## src/rtl/xcv_pkg.sv

```systemverilog
package xcv_pkg;
  // side indices used for the per-side capture structure
  localparam int unsigned SIDE_A   = 0;
  localparam int unsigned SIDE_B   = 1;
  localparam int unsigned NUM_SIDE = 2;

  typedef struct packed {
    logic drive_a;
    logic drive_b;
  } xcv_drive_t;

  function automatic xcv_drive_t xcv_decode_drive(input logic en_n, input logic to_b);
    xcv_drive_t d;
    d.drive_a = ~en_n & ~to_b;
    d.drive_b = ~en_n &  to_b;
    return d;
  endfunction
endpackage

```

## src/rtl/xcv_rst_sync.sv

```systemverilog
module xcv_rst_sync #(
  parameter int unsigned STAGES = 2
) (
  input  logic clk,
  input  logic rst_n,
  output logic rst_n_sync
);
  logic [STAGES-1:0] sh_q;
  logic [STAGES-1:0] sh_d;

  always_comb begin
    sh_d = {sh_q[STAGES-2:0], 1'b1};
  end

  always_ff @(posedge clk or negedge rst_n) begin
    if (!rst_n) sh_q <= '0;
    else        sh_q <= sh_d;
  end

  assign rst_n_sync = sh_q[STAGES-1];
endmodule

```

## src/rtl/xcv_edge_det.sv

```systemverilog
module xcv_edge_det (
  input  logic clk,
  input  logic rst_n,
  input  logic strobe,
  output logic strobe_q,
  output logic rise
);
  logic last_q;
  logic last_d;

  always_comb begin
    last_d = strobe;
  end

  always_ff @(posedge clk or negedge rst_n) begin
    if (!rst_n) last_q <= 1'b0;
    else        last_q <= last_d;
  end

  assign strobe_q = last_q;
  assign rise     = strobe & ~last_q;
endmodule

```

## src/rtl/xcv_store_reg.sv

```systemverilog
module xcv_store_reg #(
  parameter int unsigned W = 8
) (
  input  logic         clk,
  input  logic         rst_n,
  input  logic         load,
  input  logic [W-1:0] d,
  output logic [W-1:0] q
);
  logic [W-1:0] q_q;
  logic [W-1:0] q_d;

  always_comb begin
    q_d = q_q;
    if (load) q_d = d;
  end

  always_ff @(posedge clk or negedge rst_n) begin
    if (!rst_n) q_q <= '0;
    else        q_q <= q_d;
  end

  assign q = q_q;
endmodule

```

## src/rtl/xcv_port_route.sv

```systemverilog
module xcv_port_route
  import xcv_pkg::*;
#(
  parameter int unsigned W = 8
) (
  input  logic         out_en_n,
  input  logic         dir_to_b,
  input  logic         src_ab_reg,
  input  logic         src_ba_reg,
  input  logic [W-1:0] a_in,
  input  logic [W-1:0] b_in,
  input  logic [W-1:0] qa,
  input  logic [W-1:0] qb,
  output logic [W-1:0] a_out,
  output logic         a_oe,
  output logic [W-1:0] b_out,
  output logic         b_oe,
  output logic [W-1:0] a_res,
  output logic [W-1:0] b_res
);
  xcv_drive_t drv;
  logic [W-1:0] to_a;
  logic [W-1:0] to_b;

  always_comb begin
    drv = xcv_decode_drive(out_en_n, dir_to_b);
    // only one side is ever driven, so each candidate uses the far side's raw input
    to_a = src_ba_reg ? qb : b_in;
    to_b = src_ab_reg ? qa : a_in;
    a_res = drv.drive_a ? to_a : a_in;
    b_res = drv.drive_b ? to_b : b_in;
    a_out = drv.drive_a ? to_a : '0;
    b_out = drv.drive_b ? to_b : '0;
    a_oe  = drv.drive_a;
    b_oe  = drv.drive_b;
  end
endmodule

```

## src/rtl/xcv_reg_transceiver.sv

```systemverilog
module xcv_reg_transceiver
  import xcv_pkg::*;
#(
  parameter int unsigned W          = 8,
  parameter int unsigned SYNC_DEPTH = 2
) (
  input  logic         clk,
  input  logic         rst_n,
  input  logic         out_en_n,
  input  logic         dir_to_b,
  input  logic         src_ab_reg,
  input  logic         src_ba_reg,
  input  logic         cap_ab,
  input  logic         cap_ba,
  input  logic [W-1:0] a_in,
  output logic [W-1:0] a_out,
  output logic         a_oe,
  input  logic [W-1:0] b_in,
  output logic [W-1:0] b_out,
  output logic         b_oe
);
  logic                rst_n_sync;
  logic [NUM_SIDE-1:0] strobe_v;
  logic [NUM_SIDE-1:0] strobe_q_v;
  logic [NUM_SIDE-1:0] rise_v;
  logic [W-1:0]        res_v [NUM_SIDE];
  logic [W-1:0]        q_v   [NUM_SIDE];
  logic [W-1:0]        a_res;
  logic [W-1:0]        b_res;

  xcv_rst_sync #(.STAGES(SYNC_DEPTH)) u_rst (
    .clk        (clk),
    .rst_n      (rst_n),
    .rst_n_sync (rst_n_sync)
  );

  assign strobe_v[SIDE_A] = cap_ab;
  assign strobe_v[SIDE_B] = cap_ba;
  assign res_v[SIDE_A]    = a_res;
  assign res_v[SIDE_B]    = b_res;

  for (genvar s = 0; s < NUM_SIDE; s++) begin : g_side
    xcv_edge_det u_edge (
      .clk      (clk),
      .rst_n    (rst_n_sync),
      .strobe   (strobe_v[s]),
      .strobe_q (strobe_q_v[s]),
      .rise     (rise_v[s])
    );
    xcv_store_reg #(.W(W)) u_store (
      .clk   (clk),
      .rst_n (rst_n_sync),
      .load  (rise_v[s]),
      .d     (res_v[s]),
      .q     (q_v[s])
    );
  end

  xcv_port_route #(.W(W)) u_route (
    .out_en_n   (out_en_n),
    .dir_to_b   (dir_to_b),
    .src_ab_reg (src_ab_reg),
    .src_ba_reg (src_ba_reg),
    .a_in       (a_in),
    .b_in       (b_in),
    .qa         (q_v[SIDE_A]),
    .qb         (q_v[SIDE_B]),
    .a_out      (a_out),
    .a_oe       (a_oe),
    .b_out      (b_out),
    .b_oe       (b_oe),
    .a_res      (a_res),
    .b_res      (b_res)
  );
endmodule

```

## config.mk

```make
export PLATFORM = sky130hd
export DESIGN_NAME = xcv_reg_transceiver
export DESIGN_NICKNAME = d
export VERILOG_FILES = /design/src/rtl/xcv_pkg.sv /design/src/rtl/xcv_rst_sync.sv /design/src/rtl/xcv_edge_det.sv /design/src/rtl/xcv_store_reg.sv /design/src/rtl/xcv_port_route.sv /design/src/rtl/xcv_reg_transceiver.sv
export SDC_FILE = /design/constraint.sdc
export NUM_CORES = 1
export LEC_CHECK = 0
export BUFFER_PORTS_ARGS = -buffer_cell sky130_fd_sc_hd__buf_2
export CORE_UTILIZATION = 49
export CTS_CLUSTER_DIAMETER = 50
export DETAILED_ROUTE_END_ITERATION = 16
export PLACE_DENSITY = 0.81
export SLEW_MARGIN = 20
export SYNTH_ARGS = -nofsm -noshare
export SYNTH_HDL_FRONTEND = slang
export SYNTH_SLANG_ARGS = --single-unit
```

## constraint.sdc

```tcl
create_clock -name clk -period 0.8 [get_ports clk]
set_input_delay 0 -clock clk [delete_from_list [all_inputs] [get_ports clk]]
set_output_delay 0 -clock clk [all_outputs]
set_load 0.05 [all_outputs]
```

Word level (Yosys, flattened, before mapping)
Index checks and enable logic that the tools add are counted.

Register bits after elaboration: 20. Logic and storage cells: 19. Input port bits: 24. Output and inout port bits: 18.

Multiplexer cells: 6. Bitwise logic cells: 8.

Operators by type and width (number): 2-to-1 mux 8 bit (6); AND 1 bit (4); NOT 1 bit (4).

Logic depth before layout (Yosys ltp)
Gate-level depths: netlist of run 1.

Word-level depth: 3. Mapped depth: 5. Depth with buffers taken out: 4.

Hierarchy
A second synthesis of run 1 with hierarchy kept.

Cell total of the unflattened synthesis: 114. Area, all modules: 1278.7 µm².

By module, submodules not included: xcv_store_reg (area each 331.6 µm², seq. area each 200.2 µm², cells an instance 17, instances 2); xcv_port_route (area each 484.2 µm², seq. area each 0.0 µm², cells an instance 73, instances 1); xcv_edge_det (area each 38.8 µm², seq. area each 25.0 µm², cells an instance 2, instances 2); xcv_rst_sync (area each 53.8 µm², seq. area each 50.0 µm², cells an instance 3, instances 1).

Least setup slack after synthesis of run 1
Ideal clock, no wire load.

Path kind: register to register. From: register g_side[0].u_store.q_q[0]. To: register g_side[1].u_store.q_q[0]. Cell stages (with the launch flop): 4. Library setup time: 67 ps. Slack: -538 ps. Path buffers: 0. Period minus slack after synthesis: 1338 ps. Required time: 733 ps. Arrival time: 1270 ps. Path through: dfrtp_1 mux2i_1 nor2_1 o22a_1.

Longest elaborated chain between the ends: 2.

RTL lines: from (decl) (RTL line xcv_store_reg.sv:10) `logic [W-1:0] q_q;`; from (signal assigned) (RTL line xcv_store_reg.sv:20) `else q_q <= q_d;`; 2-to-1 mux 8 bit (RTL line xcv_port_route.sv:29) `to_b = src_ab_reg ? qa : a_in;`; 2-to-1 mux 8 bit (RTL line xcv_port_route.sv:31) `b_res = drv.drive_b ? to_b : b_in;`; to (signal assigned) (RTL line xcv_store_reg.sv:20); to (decl) (RTL line xcv_store_reg.sv:10).

No other way between the ends. A chain may end at the register's enable or synchronous reset.

Worst setup path in the final report of run 1
From: register g_side[0].u_store.q_q[3]. To: output port b_out[3].

Longest elaborated chain between the ends: 2.

RTL lines: 2-to-1 mux 8 bit (RTL line xcv_port_route.sv:29); 2-to-1 mux 8 bit (RTL line xcv_port_route.sv:33) `b_out = drv.drive_b ? to_b : '0;`; to (decl) (RTL line xcv_reg_transceiver.sv:19) `output logic [W-1:0] b_out,`.

No other way between the ends.

==> metrics.cfg, run 1 <==
[clocking]
htree_levels=1
cts.path.max_buffers=2
cts_buffers=3
cts_tree=yes
clock-sinks=20
clock_latency_ps=290
path_clk_slew_ps=110
cts_root_buf=clkbuf_4

[critical_path]
cp-end-kind=primary output
path_class=reg2out
cp.required_ps=800
r2r-end=g_side[0].u_store.q[0]$_DFFE_PN0P_
cp_top_family=flip-flops
crit_end=b_out[3]
path_buf_inv=1
crit_arrival_ps=1230
cpPeakStageDelay_ps=430
worstSetupStartpoint=g_side[0].u_store.q[3]$_DFFE_PN0P_
reg2reg_from=g_side[1].u_store.q[0]$_DFFE_PN0P_
rr_worst_depth=4
r2r_slack_ps=-320
cp_max_fo=2
startpoint_type=flop
cp.depth=3
cp_slowest_cell=dfrtp_1
cp_cell_sequence=mux2i_2, nor2_4, buf_6

[sta]
fin_crit_sh_pct=153.7
timing.final.hold_violations=0
fmaxAchievable_mhz=813.3
finClkSkew_ps=3.554
finalSetupTns_ps=-9386
rsz0062_at_grt=true
slew_viol_final=0
setup_viol_count_final=32
finalCriticalPeriod_ps=1230
setup_ws_ps=-429.5

[routing]
first_pass_iters=4
drc=0
wl_per_cell_um=18.99
vias=1202
antenna_left=0
viasPerCell=5.591
drtIter0Drc=25
drt_wl_total_mm=4.082

[power_and_ir_drop]
p_int_uw=2013
p_leak_uw=0.0008758
p_clk_share_pct=19.0
peakVddDrop_v=0.001138
power.density_nw_per_um2=1564
switchingPower_uw=1047
p_sw_share_pct=34.21
finalPower_uw=3060
combPwrFrac_pct=40.7
p_seq_share_pct=40.3

[global_route]
grt_max_degree=19
grt.total_usage_pct=29.92
grt_overflow=0
antenna_found_initial=0
grt_pass1_vias=1205
grt_pass1_wl_mm=5.658

[run]
maxCapViolations=0

[final_layout]
drive_gt1_share_pct=69.52
nNetsFinal=212
seqCellArea_um2=500.5
synthToLayoutAreaGrowth_pct=63.09
fill_cells=119
mostFrequentLayoutCells=buf_4, buf_2, buf_6, dfrtp_1, mux2i_2
insertedDiodeCount=0
multi_input_area_um2=723.2
layout_commonest_cell=buf_4
stdcell_area_um2=1957

[floorplanning]
start_util_pct=53.22
chipWidth_um=51.49
die-area_um2=2651
die_h_um=51.49
rows=17
ios=42
core_area_um2=2255

[synthesis]
synth_area_per_cell_um2=10.53
yosysWarnings=0
synth_seq_cells=20
synth_nets=138
yosysUniqueCellTypes=19
ys_seq_area_share_pct=41.71
netlist_area_um2=1200
netlist_instances=114

[place]
port_buffers=41
placed_area_um2=1608
place.gp.congestion=0.7731

[min_path]
hold_class=in2reg

[status]
violations=negative setup slack
status=complete, but fails checks

worst register-to-register path: cells and delay by family, from the launching register on:
family	cells	cell delay (ps)
buf+inv	1	140
compound gates	1	170
simple gates	1	60
flops	1	420
mux	1	240
how the worst min path moves through the flow:
stage                                                    end  depth (start not counted)     from  slack, ps
after CTS                 g_side[0].u_store.q[2]$_DFFE_PN0P_                          4  a_in[2]         70
final                     g_side[0].u_store.q[6]$_DFFE_PN0P_                          4  a_in[6]         90
after detailed placement             u_rst.sh_q[0]$_DFF_PN0_                          1    rst_n       -210
after global placement               u_rst.sh_q[0]$_DFF_PN0_                          1    rst_n       -210
after global routing      g_side[0].u_store.q[6]$_DFFE_PN0P_                          4  a_in[6]         90
after floorplan                      u_rst.sh_q[0]$_DFF_PN0_                          0    rst_n       -300
power groups by stage:
stage | Sequential (µW) | Combinational (µW) | Clock [µW]
6_report | 1230 | 1250 | 581
5_1_grt | 1240 | 1310 | 636
4_1_cts | 1220 | 1140 | 588
3_5_place_dp | 1240 | 970 | 0
3_3_place_gp | 1230 | 937 | 0
2_1_floorplan | 1230 | 673 | 0
routing by layer:
layer  share of wire (%)  wire length [µm]  global-route usage [%]  vias up
li1                    -                 -                       -      541
met1                  37              1494                   35.45      584
met2                  55              2265                   55.63       63
met3                 5.3               215                   3.869       14
met4                 2.6               107                   8.559        0
met5                   0                 0                       0        -
kinds of logic after synthesis:
| kind of cell | share of synthesized area [%] |
|---|---|
| AO/OA/AOI/OAI | 21.69 |
| buffers and inverters | 8.133 |
| flip-flops | 41.71 |
| multiplexers | 13.35 |
| other | 0.3125 |
| AND/OR/NAND/NOR | 14.81 |
synth_stat cells:
| cell type | n | area share (%) |
|---|---|---|
| and2b_2 | 1 | 0.73 |
| buf_4 | 3 | 1.9 |
| buf_6 | 2 | 1.9 |
| clkbuf_2 | 2 | 0.83 |
| conb_1 | 1 | 0.31 |
| dfrtp_1 | 20 | 42 |
| inv_1 | 9 | 2.8 |
| inv_6 | 1 | 0.73 |
| mux2i_1 | 16 | 13 |
| nand2_1 | 8 | 2.5 |
| nand2b_1 | 1 | 0.52 |
| nor2_1 | 8 | 2.5 |
| nor2_4 | 8 | 7.5 |
| nor2b_1 | 1 | 0.52 |
| o21ai_0 | 8 | 3.3 |
| o21ai_2 | 8 | 5.8 |
| o22a_1 | 8 | 5.8 |
| o22a_2 | 8 | 6.7 |
| or2_1 | 1 | 0.52 |
cell type report:
type | count | share of cell area [%]
clock buffers | 4 | 1.854
inverters | 10 | 2.174
multi-input cells | 78 | 36.96
flip-flops and latches | 20 | 25.58
well taps | 28 | 1.790
repair buffers | 75 | 31.65
what timing repair did:
| action | CTS | global route |
|---|---|---|
| pin swaps | 13 | 0 |
| endpoints found under the setup margin | 34 | 34 |
| endpoints found under the hold margin | 4 | 0 |
| cloned | 1 | 0 |
| buffers inserted | 9 | 4 |
| hold buffers | 4 | 0 |
| resized for setup | 44 | 9 |
flip-flops by register name (all words and copies together), names as in the netlist:
register and flops:
g_side.u_edge.strobe_q 2, g_side.u_store.q 16, u_rst.sh_q 2
stage by stage:
stage	util, %	cells	setup WS [ps]	hold WS (ps)
5_1_grt	86.79	215	-481.3	93.20
4_1_cts	83.85	211	-358.6	74.47
6_report	86.79	215	-429.5	85.02
3_3_place_gp	71.31	193	-262.0	-215.0
3_5_place_dp	71.31	193	-325.4	-213.1
2_1_floorplan	-	114	-301.5	-295.6
(Power assumes the default switching activity.)
==> run 2: changes to the inputs <==
BUFFER_PORTS_ARGS = default   (was -buffer_cell sky130_fd_sc_hd__buf_2)
CORE_UTILIZATION = 50   (was 49)
DONT_BUFFER_PORTS = 1   (was default)
PLACE_DENSITY = 0.67   (was 0.81)
SKIP_LAST_GASP = 1   (was default)
==> metrics.cfg, run 2 (synthesis results as in run 1) <==
[status]
status=complete, but fails checks
violations=negative setup slack

[routing]
drc=0
antenna_left=0
viasPerCell=5.510
first_pass_iters=4
vias=1135
drtIter0Drc=16
wl_per_cell_um=18.08
drt_wl_total_mm=3.724

[global_route]
grt_overflow=0
antenna_found_initial=1
grt_pass1_wl_mm=5.437
grt_pass1_vias=1144
grt_max_degree=19
grt.total_usage_pct=29.01

[floorplanning]
die-area_um2=2599
start_util_pct=53.73
rows=17
die_h_um=50.99
core_area_um2=2233
chipWidth_um=50.99
ios=42

[sta]
setup_ws_ps=-396.7
finalCriticalPeriod_ps=1197
timing.final.hold_violations=0
finClkSkew_ps=7.273
rsz0062_at_grt=true
whs_ps=8.446
fmaxAchievable_mhz=835.6
fin_crit_sh_pct=149.6
finalSetupTns_ps=-9494
setup_viol_count_final=32
slew_viol_final=0

[run]
maxCapViolations=0

[critical_path]
path_class=reg2out
crit_arrival_ps=1200
cp.required_ps=800
path_buf_inv=1
cp_cell_sequence=mux2i_2, nor2_4, buf_6
startpoint_type=flop
cp_top_family=flip-flops
cp-end-kind=primary output
cp_slowest_cell=dfrtp_1
cpPeakStageDelay_ps=440
cp_max_fo=2

[place]
port_buffers=0
dp_cells=165
place_hpwl_mm=2.004
place.gp.congestion=0.7559

[power_and_ir_drop]
p_clk_share_pct=26.6
p_seq_share_pct=38.2
p_int_uw=2209
p_sw_share_pct=31.06
combPwrFrac_pct=35.1
peakVddDrop_v=0.001601
p_leak_uw=0.0008335
power.density_nw_per_um2=1636
switchingPower_uw=995.5

[final_layout]
final_cells=206
nNetsFinal=202
fill_cells=109
synthToLayoutAreaGrowth_pct=63.30
mostFrequentLayoutCells=dlygate4sd3_1, buf_4, dfrtp_1, buf_6
drive_gt1_share_pct=56.50
largest_register_ffs=16

[clocking]
htree_levels=1
cts_tree=yes
cts_root_buf=clkbuf_4
cts_buffers=3
path_clk_slew_ps=130
clock_latency_ps=310
clock-sinks=20
cts.path.max_buffers=2

[min_path]
hold_class=in2reg

run 2: power by group through the flow:
stage                     combinational (µW)  clock, µW  sequential, µW
final                                   1130        854            1220
after global routing                    1180        915            1230
after CTS                               1040        870            1220
after detailed placement                 820          0            1240
after global placement                   804          0            1230
after floorplan                          673          0            1230
run 2: worst reg2reg max path, delay by kind of cell, from the launching register on:
| kind | cells | cell delay [ps] |
|---|---|---|
| AOI/OAI and AO/OA | 2 | 240 |
| DFF | 1 | 410 |
| and+or+nand+nor | 1 | 350 |
run 2: path summary, 6_finish.rpt:
check | startpoint | to | slack, ps | cells after the start
setup / recovery | g_side[1].u_store.q[6]$_DFFE_PN0P_ | a_out[6] | -400 | 3
hold / removal | b_in[1] | g_side[0].u_store.q[1]$_DFFE_PN0P_ | 8 | 3
setup reg to reg | g_side[1].u_edge.strobe_q$_DFF_PN0_ | g_side[1].u_store.q[0]$_DFFE_PN0P_ | -300 | 3
hold reg to reg | u_rst.sh_q[1]$_DFF_PN0_ | g_side[0].u_store.q[3]$_DFFE_PN0P_ | 200 | 1
max in group asynchronous | rst_n | u_rst.sh_q[1]$_DFF_PN0_ | 250 | 2
min in group asynchronous | u_rst.sh_q[1]$_DFF_PN0_ | g_side[0].u_store.q[3]$_DFFE_PN0P_ | 200 | 1
run 2: cell type report:
type                            instances  area [µm²]  share of cell area, %
Antenna cell                            1       2.502                 0.1277
Timing Repair Buffer                   65       616.8                  31.48
Tap cell                               28       35.03                  1.788
Clock buffer                            3       22.52                  1.149
Clock inverter                          1       30.03                  1.533
Multi-Input combinational cell         78       709.4                  36.21
Inverter                               10       42.54                  2.171
Sequential cell                        20       500.5                  25.54
run 2: stage by stage:
| step | area (µm²) | power, µW | utilization [%] | setup slack, ps |
|---|---|---|---|---|
| 2_1_floorplan | 1277 | 1904 | - | -301.5 |
| 3_3_place_gp | 1475 | 2032 | 66.05 | -272.3 |
| 3_5_place_dp | 1475 | 2058 | 66.05 | -307.7 |
| 4_1_cts | 1879 | 3124 | 84.15 | -361.2 |
| 5_1_grt | 1959 | 3330 | 87.73 | -445.9 |
| 6_report | 1959 | 3205 | 87.73 | -396.7 |
run 2: what timing repair did:
| action | 4_1_cts | 5_1_grt |
|---|---|---|
| endpoints found under the hold margin | 20 | 1 |
| gates resized for setup | 23 | 8 |
| cloned | 1 | 0 |
| setup buffers | 6 | 6 |
| hold buffers | 22 | 1 |
| setup endpoints to repair | 32 | 32 |
| pin swaps | 15 | 3 |
run 2: per-layer routing:
| layer | vias to the layer above | part of all wire [%] | global-route usage [%] |
|---|---|---|---|
| met5 | - | 0 | 0 |
| met4 | 0 | 0.86 | 10.65 |
| met2 | 50 | 53 | 49.12 |
| met1 | 555 | 41 | 36.70 |
| li1 | 524 | - | - |
| met3 | 6 | 5.5 | 5.357 |
